File: config.mk
export PLATFORM = sky130hd
export DESIGN_NAME = rx_free_desc_tracker
export DESIGN_NICKNAME = d
export VERILOG_FILES = /design/src/rtl/rdt_pkg.sv /design/src/rtl/rdt_regs.sv /design/src/rtl/rdt_cons.sv /design/src/rtl/rdt_calc.sv /design/src/rtl/rdt_fc.sv /design/src/rtl/rx_free_desc_tracker.sv
export SDC_FILE = /design/constraint.sdc
export NUM_CORES = 1
export LEC_CHECK = 0
export ABC_CLOCK_PERIOD_IN_PS = 7600
export BUFFER_PORTS_ARGS = -buffer_cell sky130_fd_sc_hd__buf_2
export CORE_MARGIN = 8
export CORE_UTILIZATION = 48
export CTS_BUF_LIST = sky130_fd_sc_hd__clkbuf_4 sky130_fd_sc_hd__clkbuf_8 sky130_fd_sc_hd__clkbuf_16
export DETAILED_ROUTE_END_ITERATION = 12
export MAX_ROUTING_LAYER = met4
export PLACE_DENSITY = 0.67
export SLEW_MARGIN = 20
export SYNTH_ARGS = -nofsm -noshare
export SYNTH_HDL_FRONTEND = slang
export SYNTH_SLANG_ARGS = --single-unit
export TNS_END_PERCENT = 30
File: constraint.sdc
create_clock -name clk_i -period 7.6 [get_ports clk_i]
set_input_delay 1.14 -clock clk_i [delete_from_list [all_inputs] [get_ports clk_i]]
set_output_delay 1.14 -clock clk_i [all_outputs]
set_load 0.02 [all_outputs]
File: src/rtl/rdt_pkg.sv
`timescale 1ns/1ps
package rdt_pkg;
  typedef enum logic [1:0] {
    SEL_BASE = 2'd0,
    SEL_FREE = 2'd1,
    SEL_LEN  = 2'd2,
    SEL_THR  = 2'd3
  } reg_sel_e;

  // 8-byte descriptors
  localparam int unsigned DESC_SHIFT = 3;
endpackage

File: src/rtl/rdt_regs.sv
`timescale 1ns/1ps
module rdt_regs
  import rdt_pkg::*;
#(
  parameter int unsigned ADDR_W = 32,
  parameter int unsigned PAGE_W = 4,
  parameter int unsigned IDX_W  = 16
) (
  input  logic              clk_i,
  input  logic              rst_ni,
  input  logic              wr_en_i,
  input  logic [1:0]        wr_sel_i,
  input  logic [ADDR_W-1:0] wr_data_i,
  input  logic [PAGE_W-1:0] cons_page_i,
  output logic [ADDR_W-1:0] base_o,
  output logic [ADDR_W-1:0] free_ptr_o,
  output logic [IDX_W-1:0]  len_o,
  output logic [IDX_W-1:0]  thr_o,
  output logic              base_we_o
);
  localparam int unsigned LOW_W = ADDR_W - PAGE_W - DESC_SHIFT;

  logic [ADDR_W-1:0] aligned;
  logic [ADDR_W-1:0] free_wr;

  assign aligned   = {wr_data_i[ADDR_W-1:DESC_SHIFT], {DESC_SHIFT{1'b0}}};
  // page bits come from the consume pointer
  assign free_wr   = {cons_page_i, aligned[DESC_SHIFT +: LOW_W], {DESC_SHIFT{1'b0}}};
  assign base_we_o = wr_en_i && (wr_sel_i == SEL_BASE);

  always_ff @(posedge clk_i or negedge rst_ni) begin
    if (!rst_ni) begin
      base_o     <= '0;
      free_ptr_o <= '0;
      len_o      <= '0;
      thr_o      <= '0;
    end else if (wr_en_i) begin
      case (wr_sel_i)
        SEL_BASE: begin
          base_o     <= aligned;
          free_ptr_o <= aligned;
        end
        SEL_FREE: free_ptr_o <= free_wr;
        SEL_LEN:  len_o      <= IDX_W'(wr_data_i);
        default:  thr_o      <= IDX_W'(wr_data_i);
      endcase
    end
  end

  a_r9_free_aligned: assert property (@(posedge clk_i) disable iff (!rst_ni)
    (wr_en_i && wr_sel_i == SEL_FREE) |=> free_ptr_o[DESC_SHIFT-1:0] == '0);

  a_r6_free_page: assert property (@(posedge clk_i) disable iff (!rst_ni)
    (wr_en_i && wr_sel_i == SEL_FREE) |=>
      free_ptr_o[ADDR_W-1 -: PAGE_W] == $past(cons_page_i));
endmodule

File: src/rtl/rdt_cons.sv
`timescale 1ns/1ps
module rdt_cons
  import rdt_pkg::*;
#(
  parameter int unsigned ADDR_W = 32,
  parameter int unsigned IDX_W  = 16
) (
  input  logic              clk_i,
  input  logic              rst_ni,
  input  logic [ADDR_W-1:0] base_i,
  input  logic [IDX_W-1:0]  len_i,
  input  logic              base_we_i,
  input  logic              cons_pulse_i,
  input  logic              cnt_zero_i,
  output logic [IDX_W-1:0]  cons_idx_o,
  output logic [ADDR_W-1:0] cons_ptr_o,
  output logic              underrun_o
);
  logic [IDX_W-1:0] last_idx;

  assign last_idx   = len_i - IDX_W'(1);
  assign cons_ptr_o = base_i + ADDR_W'({cons_idx_o, {DESC_SHIFT{1'b0}}});

  always_ff @(posedge clk_i or negedge rst_ni) begin
    if (!rst_ni) begin
      cons_idx_o <= '0;
      underrun_o <= 1'b0;
    end else if (base_we_i) begin
      cons_idx_o <= '0;
      underrun_o <= 1'b0;
    end else if (cons_pulse_i) begin
      if (cnt_zero_i)                 underrun_o <= 1'b1;
      else if (cons_idx_o == last_idx) cons_idx_o <= '0;
      else                            cons_idx_o <= cons_idx_o + IDX_W'(1);
    end
  end

  a_r5_wrap: assert property (@(posedge clk_i) disable iff (!rst_ni)
    (cons_pulse_i && !cnt_zero_i && !base_we_i && cons_idx_o == last_idx)
      |=> cons_idx_o == '0);

  a_r5_step: assert property (@(posedge clk_i) disable iff (!rst_ni)
    (cons_pulse_i && !cnt_zero_i && !base_we_i && cons_idx_o != last_idx)
      |=> cons_idx_o == $past(cons_idx_o) + IDX_W'(1));

  a_r8_hold: assert property (@(posedge clk_i) disable iff (!rst_ni)
    (cons_pulse_i && cnt_zero_i && !base_we_i)
      |=> ($stable(cons_idx_o) && underrun_o));

  a_r8_sticky: assert property (@(posedge clk_i) disable iff (!rst_ni)
    (underrun_o && !base_we_i) |=> underrun_o);
endmodule

File: src/rtl/rdt_calc.sv
`timescale 1ns/1ps
module rdt_calc
  import rdt_pkg::*;
#(
  parameter int unsigned ADDR_W = 32,
  parameter int unsigned IDX_W  = 16
) (
  input  logic [ADDR_W-1:0] base_i,
  input  logic [ADDR_W-1:0] free_ptr_i,
  input  logic [IDX_W-1:0]  cons_idx_i,
  input  logic [IDX_W-1:0]  len_i,
  output logic [IDX_W-1:0]  cnt_o,
  output logic              empty_o
);
  logic [ADDR_W-1:0] off;
  logic [IDX_W-1:0]  free_idx;
  logic [IDX_W:0]    wrapped;

  assign off      = free_ptr_i - base_i;
  assign free_idx = IDX_W'(off >> DESC_SHIFT);
  assign wrapped  = {1'b0, free_idx} + {1'b0, len_i} - {1'b0, cons_idx_i};

  always_comb begin
    if (free_idx >= cons_idx_i) cnt_o = free_idx - cons_idx_i;
    else                        cnt_o = IDX_W'(wrapped);
  end

  assign empty_o = (cnt_o == '0);
endmodule

File: src/rtl/rdt_fc.sv
`timescale 1ns/1ps
module rdt_fc #(
  parameter int unsigned IDX_W = 16
) (
  input  logic             clk_i,
  input  logic             rst_ni,
  input  logic [IDX_W-1:0] cnt_i,
  input  logic [IDX_W-1:0] thr_i,
  output logic             fc_o
);
  always_ff @(posedge clk_i or negedge rst_ni) begin
    if (!rst_ni) fc_o <= 1'b0;
    else         fc_o <= (cnt_i < thr_i);
  end
endmodule

File: src/rtl/rx_free_desc_tracker.sv
`timescale 1ns/1ps
module rx_free_desc_tracker #(
  parameter int unsigned ADDR_W = 32,
  parameter int unsigned PAGE_W = 4,
  parameter int unsigned IDX_W  = 16
) (
  input  logic              clk_i,
  input  logic              rst_ni,
  input  logic              wr_en_i,
  input  logic [1:0]        wr_sel_i,
  input  logic [ADDR_W-1:0] wr_data_i,
  input  logic              cons_pulse_i,
  output logic [IDX_W-1:0]  free_cnt_o,
  output logic              empty_o,
  output logic              fc_o,
  output logic              underrun_o,
  output logic [ADDR_W-1:0] cons_ptr_o
);
  logic [ADDR_W-1:0] base_q;
  logic [ADDR_W-1:0] free_ptr_q;
  logic [IDX_W-1:0]  len_q;
  logic [IDX_W-1:0]  thr_q;
  logic [IDX_W-1:0]  cons_idx;
  logic              base_we;

  rdt_regs #(.ADDR_W(ADDR_W), .PAGE_W(PAGE_W), .IDX_W(IDX_W)) u_regs (
    .clk_i       (clk_i),
    .rst_ni      (rst_ni),
    .wr_en_i     (wr_en_i),
    .wr_sel_i    (wr_sel_i),
    .wr_data_i   (wr_data_i),
    .cons_page_i (cons_ptr_o[ADDR_W-1 -: PAGE_W]),
    .base_o      (base_q),
    .free_ptr_o  (free_ptr_q),
    .len_o       (len_q),
    .thr_o       (thr_q),
    .base_we_o   (base_we)
  );

  rdt_cons #(.ADDR_W(ADDR_W), .IDX_W(IDX_W)) u_cons (
    .clk_i        (clk_i),
    .rst_ni       (rst_ni),
    .base_i       (base_q),
    .len_i        (len_q),
    .base_we_i    (base_we),
    .cons_pulse_i (cons_pulse_i),
    .cnt_zero_i   (empty_o),
    .cons_idx_o   (cons_idx),
    .cons_ptr_o   (cons_ptr_o),
    .underrun_o   (underrun_o)
  );

  rdt_calc #(.ADDR_W(ADDR_W), .IDX_W(IDX_W)) u_calc (
    .base_i     (base_q),
    .free_ptr_i (free_ptr_q),
    .cons_idx_i (cons_idx),
    .len_i      (len_q),
    .cnt_o      (free_cnt_o),
    .empty_o    (empty_o)
  );

  rdt_fc #(.IDX_W(IDX_W)) u_fc (
    .clk_i  (clk_i),
    .rst_ni (rst_ni),
    .cnt_i  (free_cnt_o),
    .thr_i  (thr_q),
    .fc_o   (fc_o)
  );

  a_r2_base_clears: assert property (@(posedge clk_i) disable iff (!rst_ni)
    base_we |=> (empty_o && !underrun_o && cons_ptr_o == free_ptr_q));

  a_r4_equal_empty: assert property (@(posedge clk_i) disable iff (!rst_ni)
    (free_ptr_q == cons_ptr_o) |-> (empty_o && free_cnt_o == '0));

  a_r7_fc_rise: assert property (@(posedge clk_i) disable iff (!rst_ni)
    $rose(fc_o) |-> ($past(free_cnt_o) < $past(thr_q)));

  a_r7_fc_fall: assert property (@(posedge clk_i) disable iff (!rst_ni)
    $fell(fc_o) |-> ($past(free_cnt_o) >= $past(thr_q)));
endmodule

==> results of run 1 <==
## cells in the mapped netlist, drive strengths merged, types with 25 or more instances
library cell and number:
nor2 51, xnor2 54, inv 80, dfrtp 95
nor3 29, xor2 25, nand3 30, mux2 53
o21ai 62, a21oi 44, ha 78, nand2 92
## flip-flops by register name, indices dropped and copies added, names as in the netlist
name / count
u_regs.free_ptr_o: 16
u_regs.base_o: 29
u_cons.underrun_o: 1
u_regs.thr_o: 16
u_fc.fc_o: 1
u_regs.len_o: 16
u_cons.cons_idx_o: 16
## final timing paths
path	startpoint	to
max	u_regs.free_ptr_o[3]$_DFFE_PN0P_	empty_o
min	u_cons.underrun_o$_DFFE_PN0P_	u_cons.underrun_o$_DFFE_PN0P_
max reg2reg	u_regs.free_ptr_o[3]$_DFFE_PN0P_	u_cons.cons_idx_o[6]$_DFFE_PN0P_
min reg2reg	u_cons.underrun_o$_DFFE_PN0P_	u_cons.underrun_o$_DFFE_PN0P_
max in group asynchronous	rst_ni	u_cons.cons_idx_o[3]$_DFFE_PN0P_
min in group asynchronous	rst_ni	u_regs.thr_o[10]$_DFFE_PN0P_
## through the flow
step / hold slack, ps / instances
finish: 499 / 1284
global route: 518 / 1284
CTS: 504 / 1284
detailed placement: 486 / 1268
global placement: 476 / 1268
floorplan: 466 / 979
## cell families (layout without fill, tap and decap cells)
family	Yosys count	count (layout)
mux	57	57
other cells	1	3
buf+inv	111	187
xor+xnor	80	80
compound gates	234	234
simple gates	302	302
flops	95	95
fa+ha+maj	97	97
## cell type report
cell class	instances	area, um^2
flip-flops and latches	95	2380
repair buffers	91	475
well taps	229	287
clock buffers	10	233
fillers	1680	8220
clock inverters	6	85.1
inverters	80	300
multi-input cells	773	5980
## worst max-delay path: stages (launching register included)
cell and delay, ps:
dfrtp_1 380, inv_1 60, ha_1 170, inv_1 70, fa_1 390, a21o_1 190
a21oi_1 220, o21bai_1 170, a21oi_2 230, nor2b_1 70, o21a_1 180, o31a_1 280
nor2_1 120, xnor2_1 200, fa_1 500, ha_1 400, and3_1 230, nand4_1 200
o21a_1 260, a31o_1 200, xnor2_1 180, xnor3_1 220, and2b_1 200, a2111oi_4 330
buf_4 230
## routing by layer
metal	track usage [%]	wire (um)
met2	34.7	11100
met4	6.93	575
met1	28.9	11100
met5	-	0
met3	3.20	1220
## power groups by stage
stage	logic, mW	clock network (mW)	registers (mW)
after detailed placement	3.90	0	0.695
after CTS	3.92	0.503	0.685
after floorplan	2.92	0	0.660
after global routing	4.42	0.522	0.698
after global placement	3.86	0	0.691
final	3.95	0.492	0.685
==> metrics.csv, run 1 <==
metric;value;unit
num_io_pins;89;
grt_start_max_net_pins;68;
clock.fmax;139;MHz
synth_edf_count;0;
final_util;54.2;%
reg2reg_setup_slack;990;ps
cp.arrival;6030;ps
final.min_clock_period;7170;ps
num_rows;49;
initial_utilization;48.9;%
post-place-ws;504;ps
finClkSkew;9.98;ps
routed_wl;23900;um
hold_depth;2;
tightest_slew;1100;ps
port_buffers;85;
internal_power;2.48;mW
cts_max_level;3;
rr_worst_depth;27;
slew_viol_final;0;
rsz0062_at_grt;no;
dpl_cell_area;9390;um^2
start_kind;flop;
relSlewSlack;27.0;%
gp_congestion;0.859;
ys.flop_type;dfrtp_1;
syn_area;8780;um^2
status;complete, no violations;
antenna_found_initial;0;
clk_pin_slew_worst_paths;70;ps
grt_pass1_wl;38700;um
dr.pass1.iters;5;
cts_buffers;9;
drtIter0Drc;619;
final_cell_area;9740;um^2
synth.mux.area_fraction;7.25;%
drc;0;
power;5.13;mW
fin_nets;1184;
ys_ff_latch;95;
fin_tns_setup;0;ps
cts_resized;0;
core;18000;um^2
ant_nets;0;
p_sw_share;51.7;%
cts_tree;yes;
timing.final.ws_setup;431;ps
cts_setup_buffers;0;
dieWidth;151;um
synthAdderAreaFrac;15.3;%
pwr-share-comb;77.1;%
finalSetupViolations;0;
cp-end-kind;output port;
hpwl;18900;um
layout_common_cells;dfrtp_1, nand2_1, buf_2, inv_1, ha_1;
p_per_area;526;nW/um^2
grt_pass1_vias;7480;
maxCapViolations;0;
synth_top_family_by_area;compound AO/OA/AOI/OAI gates;
hp-class;flop to flop;
yosysTopAreaCellShare;27.1;%
grt_usage;22.1;%
synth_compound_area_share;19.3;%
vdd_drop_max;0.565;mV
synth_warnings;0;
drt-vias-per-instance;5.92;
worstPathMaxFanout;6;
clkPwrFrac;9.6;%
p_sw;2.65;mW
avgSynthCellArea;8.99;um^2
grt-ovfl-total;0;
cts.sinks;95;
clk_latency;360;ps
synth_cell_types;81;
cts_root_buf;clkbuf_16;
synth_xor_xnor_area_share;8.13;%
period_share;94.3;%
die_h;151;um
die_area;22900;um^2
cts.path.max_buffers;2;
p_seq_share;13.4;%
yosysSeqAreaShare;27.1;%
hold_violations;0;
synthToLayoutAreaGrowth;10.9;%
synth_cells;977;
ctsHoldBuffers;0;
wire_per_inst;18.6;um
layout_commonest_cell;dfrtp_1;
crit_type;flop to output port;
yosysTopAreaCell;dfrtp_1;
drive_gt1_share;18.7;%
synthSimpleGateAreaFrac;17.4;%
insertedDiodeCount;0;
async_reset_ff_share;100;%
vias;7599;
power.leakage;4.29;nW
crit_required;6460;ps
yosys-top-cells-area;dfrtp_1, ha_1, mux2_2;
(Power assumes the default switching activity.)
==> inputs of run 2 (changes only) <==
--- a/config.mk
+++ b/config.mk
@@ -9,3 +9,3 @@
 export BUFFER_PORTS_ARGS = -buffer_cell sky130_fd_sc_hd__buf_2
-export CORE_MARGIN = 8
+export CORE_MARGIN = 2
 export CORE_UTILIZATION = 48
--- a/constraint.sdc
+++ b/constraint.sdc
@@ -3,2 +3,2 @@
 set_output_delay 1.14 -clock clk_i [all_outputs]
-set_load 0.02 [all_outputs]
+set_load 0.005 [all_outputs]
==> run 2 against run 1 <==
  * Via count decreased by 2.2%
  * Maximum frequency decreased by 0.56%
  * Clock skew down 1.6 ps
  * Die area decreased by 15%
  * Critical path type unchanged
  * Largest cell class unchanged
==> metrics.csv, run 2 (synthesis results as in run 1) <==
metric;value;unit;change
status;complete, no violations;;
layout_common_cells;dfrtp_1, nand2_1, buf_2, inv_1, ha_1;;
vdd_drop_max;0.341;mV;-40%
num_rows;49;;unchanged
hp-class;flop to flop;;
p_sw;2.33;mW;-12%
worstPathMaxFanout;5;;-1
maxCapViolations;0;;unchanged
layout_commonest_cell;dfrtp_1;;
largest_register_ffs;29;;unchanged
power.leakage;4.26;nW;-0.52%
drive_gt1_share;18.5;%;-0.17 points
initial_utilization;48.9;%;unchanged
relSlewSlack;26.9;%;-0.043 points
internal_power;2.41;mW;-2.8%
worst_path_largest_cell_delay;470;ps;-30 ps
tightest_slew;1100;ps;+0.651 ps
ant_nets;0;;unchanged
crit_required;6460;ps;about the same
p_seq_share;14.5;%;+1.1 points
clock.fmax;139;MHz;-0.56%
core;18000;um^2;unchanged
antenna_found_initial;0;;unchanged
finalSetupViolations;0;;unchanged
fin_nets;1183;;-0.084%
final_util;53.9;%;-0.35 points
fillers;1706;;+1.5%
cp.arrival;6070;ps;+40 ps
grt_start_max_net_pins;77;;+13%
grt_pass1_wl;37900;um;-2.1%
p_sw_share;49.1;%;-2.5 points
drt-vias-per-instance;5.79;;-2.2%
num_io_pins;89;;unchanged
synthToLayoutAreaGrowth;10.2;%;
dieWidth;139;um;-7.9%
clk_latency;360;ps;about the same
grt_pass1_vias;7356;;-1.7%
final.min_clock_period;7210;ps;+40.3 ps
insertedDiodeCount;0;;unchanged
post-place-ws;682;ps;+178 ps
crit_type;flop to output port;;
die_h;139;um;-7.9%
min_from;u_cons.underrun_o$_DFFE_PN0P_;;
cts_max_level;3;;unchanged
cts.sinks;95;;unchanged
slew_viol_final;0;;unchanged
cts.path.max_buffers;2;;unchanged
timing.final.ws_setup;391;ps;-40.3 ps
clkPwrFrac;9.6;%;about the same
die_area;19400;um^2;-15%
regToRegStartpoint;u_regs.free_ptr_o[3]$_DFFE_PN0P_;;
dr.pass1.iters;5;;unchanged
port_buffers;85;;unchanged
cpMaxStageDelayCell;fa_1;;
vias;7429;;-2.2%
pwr-share-comb;75.9;%;-1.2 points
cts_setup_buffers;0;;unchanged
period_share;94.9;%;+0.53 points
fin_tns_setup;0;ps;unchanged
rsz0062_at_grt;no;;
hold_violations;0;;unchanged
finClkSkew;8.35;ps;-1.62 ps
drc;0;;unchanged
clk_pin_slew_worst_paths;70;ps;about the same
wire_per_inst;18.1;um;-2.7%
critical_path.startpoint;u_regs.free_ptr_o[3]$_DFFE_PN0P_;;
routed_wl;23300;um;-2.8%
cts_root_buf;clkbuf_16;;
drtIter0Drc;412;;-33%
gp_congestion;0.989;;+15%
largest-register;u_regs.base_o;;
grt-ovfl-total;0;;unchanged
cp-end-kind;output port;;
grt_usage;25.0;%;+2.9 points
reg2reg_setup_slack;960;ps;-30 ps
hpwl;18300;um;-3.2%
p_per_area;489;nW/um^2;-7.1%
cts_tree;yes;;
cts_buffers;9;;unchanged
start_kind;flop;;
## run 2: cell types whose count changed in the layout (fill, tap and decap cells not counted), sizes merged
cell and delta:
buf -1, clkbuf +2, inv +1, clkinv -1
bufinv -2
## run 2: critical path, delay by kind of cell (launching register included)
kind	cells	cell delay (ps)
AO/OA/AOI/OAI	13	3070
flip-flops	1	370
buffers and inverters	3	310
AND/OR/NAND/NOR	5	560
adder cells (fa/ha/maj)	4	1380
## run 2: area by class of cell
type / instances / area [um^2] / area share [%]
multi-input cells: 773 / 5960 / 61.6
flip-flops and latches: 95 / 2380 / 24.6
clock buffers: 12 / 260 / 2.69
inverters: 80 / 300 / 3.10
well taps: 229 / 287 / 2.96
clock inverters: 4 / 28.8 / 0.297
repair buffers: 90 / 465 / 4.81
## run 2: per-layer routing
metal / share of wire [%] / track usage (%) / vias up
met5: 0 / - / -
met4: 1.9 / 7.07 / 0
met3: 3.4 / 3.03 / 28
met2: 47 / 40.2 / 164
met1: 47 / 33.5 / 3585
li1: - / - / 3652
## run 2: per-stage QoR
step / power [mW] / area, um^2 / instances / hold WS [ps]
global placement: 4.21 / 9380 / 1267 / 473
finish: 4.73 / 9680 / 1283 / 494
floorplan: 3.27 / 8790 / 979 / 466
global route: 5.19 / 9680 / 1283 / 519
CTS: 4.72 / 9670 / 1283 / 500
detailed placement: 4.24 / 9380 / 1267 / 488
## run 2: power by group through the flow
| stage | sequential [mW] | clock [mW] | combinational, mW |
|---|---|---|---|
| floorplan | 0.657 | 0 | 2.61 |
| global placement | 0.692 | 0 | 3.52 |
| detailed placement | 0.695 | 0 | 3.55 |
| CTS | 0.686 | 0.456 | 3.58 |
| global route | 0.698 | 0.478 | 4.01 |
| finish | 0.687 | 0.453 | 3.60 |
## run 2: repair_timing
| action | CTS | global route |
|---|---|---|
| hold buffers | 0 | 0 |
| gates resized for setup | 0 | 2 |
| setup endpoints to repair | 0 | 1 |
## run 2: path summary, 6_finish.rpt
check,endpoint,depth (start not counted)
worst max-delay path,empty_o,25
worst min-delay path,u_cons.underrun_o$_DFFE_PN0P_,2
worst max register to register,u_cons.cons_idx_o[9]$_DFFE_PN0P_,28
worst min register to register,u_cons.underrun_o$_DFFE_PN0P_,2
max in group asynchronous,u_regs.base_o[4]$_DFFE_PN0P_,2
min in group asynchronous,u_regs.thr_o[14]$_DFFE_PN0P_,1
==> inputs of run 3 (changes only) <==
- CORE_UTILIZATION: 48 -> 25
- PLACE_DENSITY: 0.67 -> 0.4
==> run 3 against run 2 <==
  * Non-clock buffer count is 3 higher
  * Cell count is 18% higher
  * Design area increased by 3.2%
  * Highest routed layer unchanged
  * First-iteration DRC count decreased by 7.3%
  * Combinational power grew 3%
  * Sequential power about the same
==> metrics.csv, run 3 (synthesis results as in run 1) <==
metric;value;unit;change
status;complete, no violations;;
drt-vias-per-instance;4.86;;-16%
drc;0;;unchanged
clkPwrFrac;9.4;%;-0.2 points
cts_buffers;9;;unchanged
grtUsageMet3;2.07;%;-0.95 points
drtIter0Drc;382;;-7.3%
core;34500;um^2;+92%
fin_nets;1186;;+0.25%
grt_util_met2;25.2;%;-15 points
die_h;191;um;+37%
initial_utilization;25.4;%;-23 points
routed_wl;28200;um;+21%
cts.path.max_buffers;2;;unchanged
hp-class;flop to flop;;
cts_max_level;3;;unchanged
antenna_found_initial;0;;unchanged
cts_root_buf;clkbuf_16;;
dr.pass1.iters;4;;-1
p_sw;2.45;mW;+5.4%
slew_viol_final;0;;unchanged
port_buffers;85;;unchanged
clk_latency;370;ps;about the same
drive_gt1_share;18.9;%;+0.42 points
insertedDiodeCount;0;;unchanged
clk_pin_slew_worst_paths;80;ps;about the same
largest-register;u_regs.base_o;;
cp.arrival;6000;ps;-70 ps
final.min_clock_period;7140;ps;-73.3 ps
gp_congestion;0.826;;-17%
crit_type;flop to output port;;
cts.sinks;95;;unchanged
rsz0062_at_grt;no;;
grt_usage;16.4;%;-8.6 points
ctsHoldBuffers;0;;unchanged
p_per_area;486;nW/um^2;-0.64%
synthToLayoutAreaGrowth;13.7;%;
cp-end-kind;output port;;
internal_power;2.40;mW;-0.28%
period_share;93.9;%;-0.96 points
grt_pass1_wl;44300;um;+17%
grt.busiest_layer;met2;;
grt_pass1_vias;7495;;+1.9%
wire_per_inst;18.7;um;+3.0%
clock.fmax;140;MHz;+1.0%
start_kind;flop;;
power.leakage;4.27;nW;+0.21%
layout_commonest_cell;dfrtp_1;;
finClkSkew;12.1;ps;+3.75 ps
crit_required;6460;ps;about the same
fin_tns_setup;0;ps;unchanged
tightest_slew;809;ps;-287 ps
hold_violations;0;;unchanged
layout_common_cells;dfrtp_1, nand2_1, buf_2, inv_1, ha_1;;
pwr-share-comb;76.4;%;+0.5 points
vias;7347;;-1.1%
hpwl;22700;um;+24%
finalSetupViolations;0;;unchanged
cts_tree;yes;;
fin_hold_ws;499;ps;+4.12 ps
dieWidth;191;um;+37%
reg2reg_setup_slack;840;ps;-120 ps
maxCapViolations;0;;unchanged
p_sw_share;50.5;%;+1.4 points
vdd_drop_max;0.171;mV;-50%
p_seq_share;14.2;%;-0.3 points
worstPathMaxFanout;6;;+1
grt_start_max_net_pins;63;;-18%
largest_register_ffs;29;;unchanged
num_io_pins;89;;unchanged
grt-ovfl-total;0;;unchanged
num_rows;68;;+39%
ant_nets;0;;unchanged
die_area;36600;um^2;+89%
grt_use_met1;23.0;%;-11 points
relSlewSlack;46.1;%;+19 points
[run 3: changes by cell type in the layout (fill, tap and decap cells not counted)]
| cell | before | now |
|---|---|---|
| clkbuf_8 | 2 | 0 |
| clkinvlp_4 | 2 | 3 |
| buf_4 | 6 | 9 |
| a2111oi_1 | 2 | 1 |
| nand3_1 | 30 | 29 |
| a2111oi_2 | 1 | 2 |
| nand3_2 | 0 | 1 |
| inv_8 | 0 | 1 |
| inv_6 | 1 | 2 |
| clkbuf_4 | 1 | 0 |
[run 3: final timing paths]
| path | from | to | depth (start not counted) |
|---|---|---|---|
| worst min-delay path | u_cons.underrun_o$_DFFE_PN0P_ | u_cons.underrun_o$_DFFE_PN0P_ | 2 |
| worst min register to register | u_cons.underrun_o$_DFFE_PN0P_ | u_cons.underrun_o$_DFFE_PN0P_ | 2 |
| min in group asynchronous | rst_ni | u_regs.thr_o[13]$_DFFE_PN0P_ | 1 |
| worst max register to register | u_regs.free_ptr_o[3]$_DFFE_PN0P_ | u_cons.cons_idx_o[11]$_DFFE_PN0P_ | 27 |
| worst max-delay path | u_regs.free_ptr_o[3]$_DFFE_PN0P_ | empty_o | 25 |
| max in group asynchronous | rst_ni | u_cons.cons_idx_o[1]$_DFFE_PN0P_ | 2 |
[run 3: routing by layer]
metal  vias up  routed length, um
met3        19                636
met1      3568              14300
met4         0                421
met5         -                  0
li1       3662                  -
met2        98              12900
[run 3: through the flow]
| step | std cells | utilization [%] | worst slack [ps] | cell area (um^2) | power, mW |
|---|---|---|---|---|---|
| 5_1_grt | 1512 | 28.9 | 64.4 | 9990 | 5.38 |
| 2_1_floorplan | 979 | - | 1230 | 8790 | 3.27 |
| 4_1_cts | 1511 | 28.8 | 62.2 | 9960 | 4.92 |
| 3_3_place_gp | 1495 | 28.0 | 575 | 9680 | 4.43 |
| 6_report | 1512 | 28.9 | 464 | 9990 | 4.85 |
| 3_5_place_dp | 1495 | 28.0 | 495 | 9680 | 4.43 |
[run 3: area by class of cell]
type,count,area (um^2)
flip-flops and latches,95,2380
multi-input cells,773,5970
clock inverters,7,56.3
fillers,3756,24600
inverters,80,300
clock buffers,9,225
repair buffers,93,488
well taps,455,569
[run 3: power by group through the flow]
stage	Clock [mW]	Combinational, mW	Sequential (mW)
6_report	0.457	3.71	0.690
5_1_grt	0.498	4.18	0.704
3_5_place_dp	0	3.72	0.702
3_3_place_gp	0	3.73	0.701
4_1_cts	0.476	3.75	0.692
2_1_floorplan	0	2.61	0.657
[run 3: timing repair]
item / CTS / global route
gates resized for setup: 0 / 3
buffers inserted: 0 / 1
setup endpoints to repair: 0 / 10
[run 3: critical path, cell delays in order, from the launching register on]
cell and delay, ps:
dfrtp_1 380, inv_1 60, ha_1 150, inv_1 50, fa_1 390, a21o_1 190, a21oi_1 250, o21bai_1 120
a21oi_1 220, nor2b_1 100, o21a_1 190, o31a_1 270, nor2_1 130, xnor2_1 180, fa_1 500, ha_1 400
and3_1 230, nand4_1 180, o21a_1 250, a31o_1 190, xnor2_1 160, xnor3_1 210, and2b_1 200, a2111oi_4 310
buf_4 190, buf_2 120
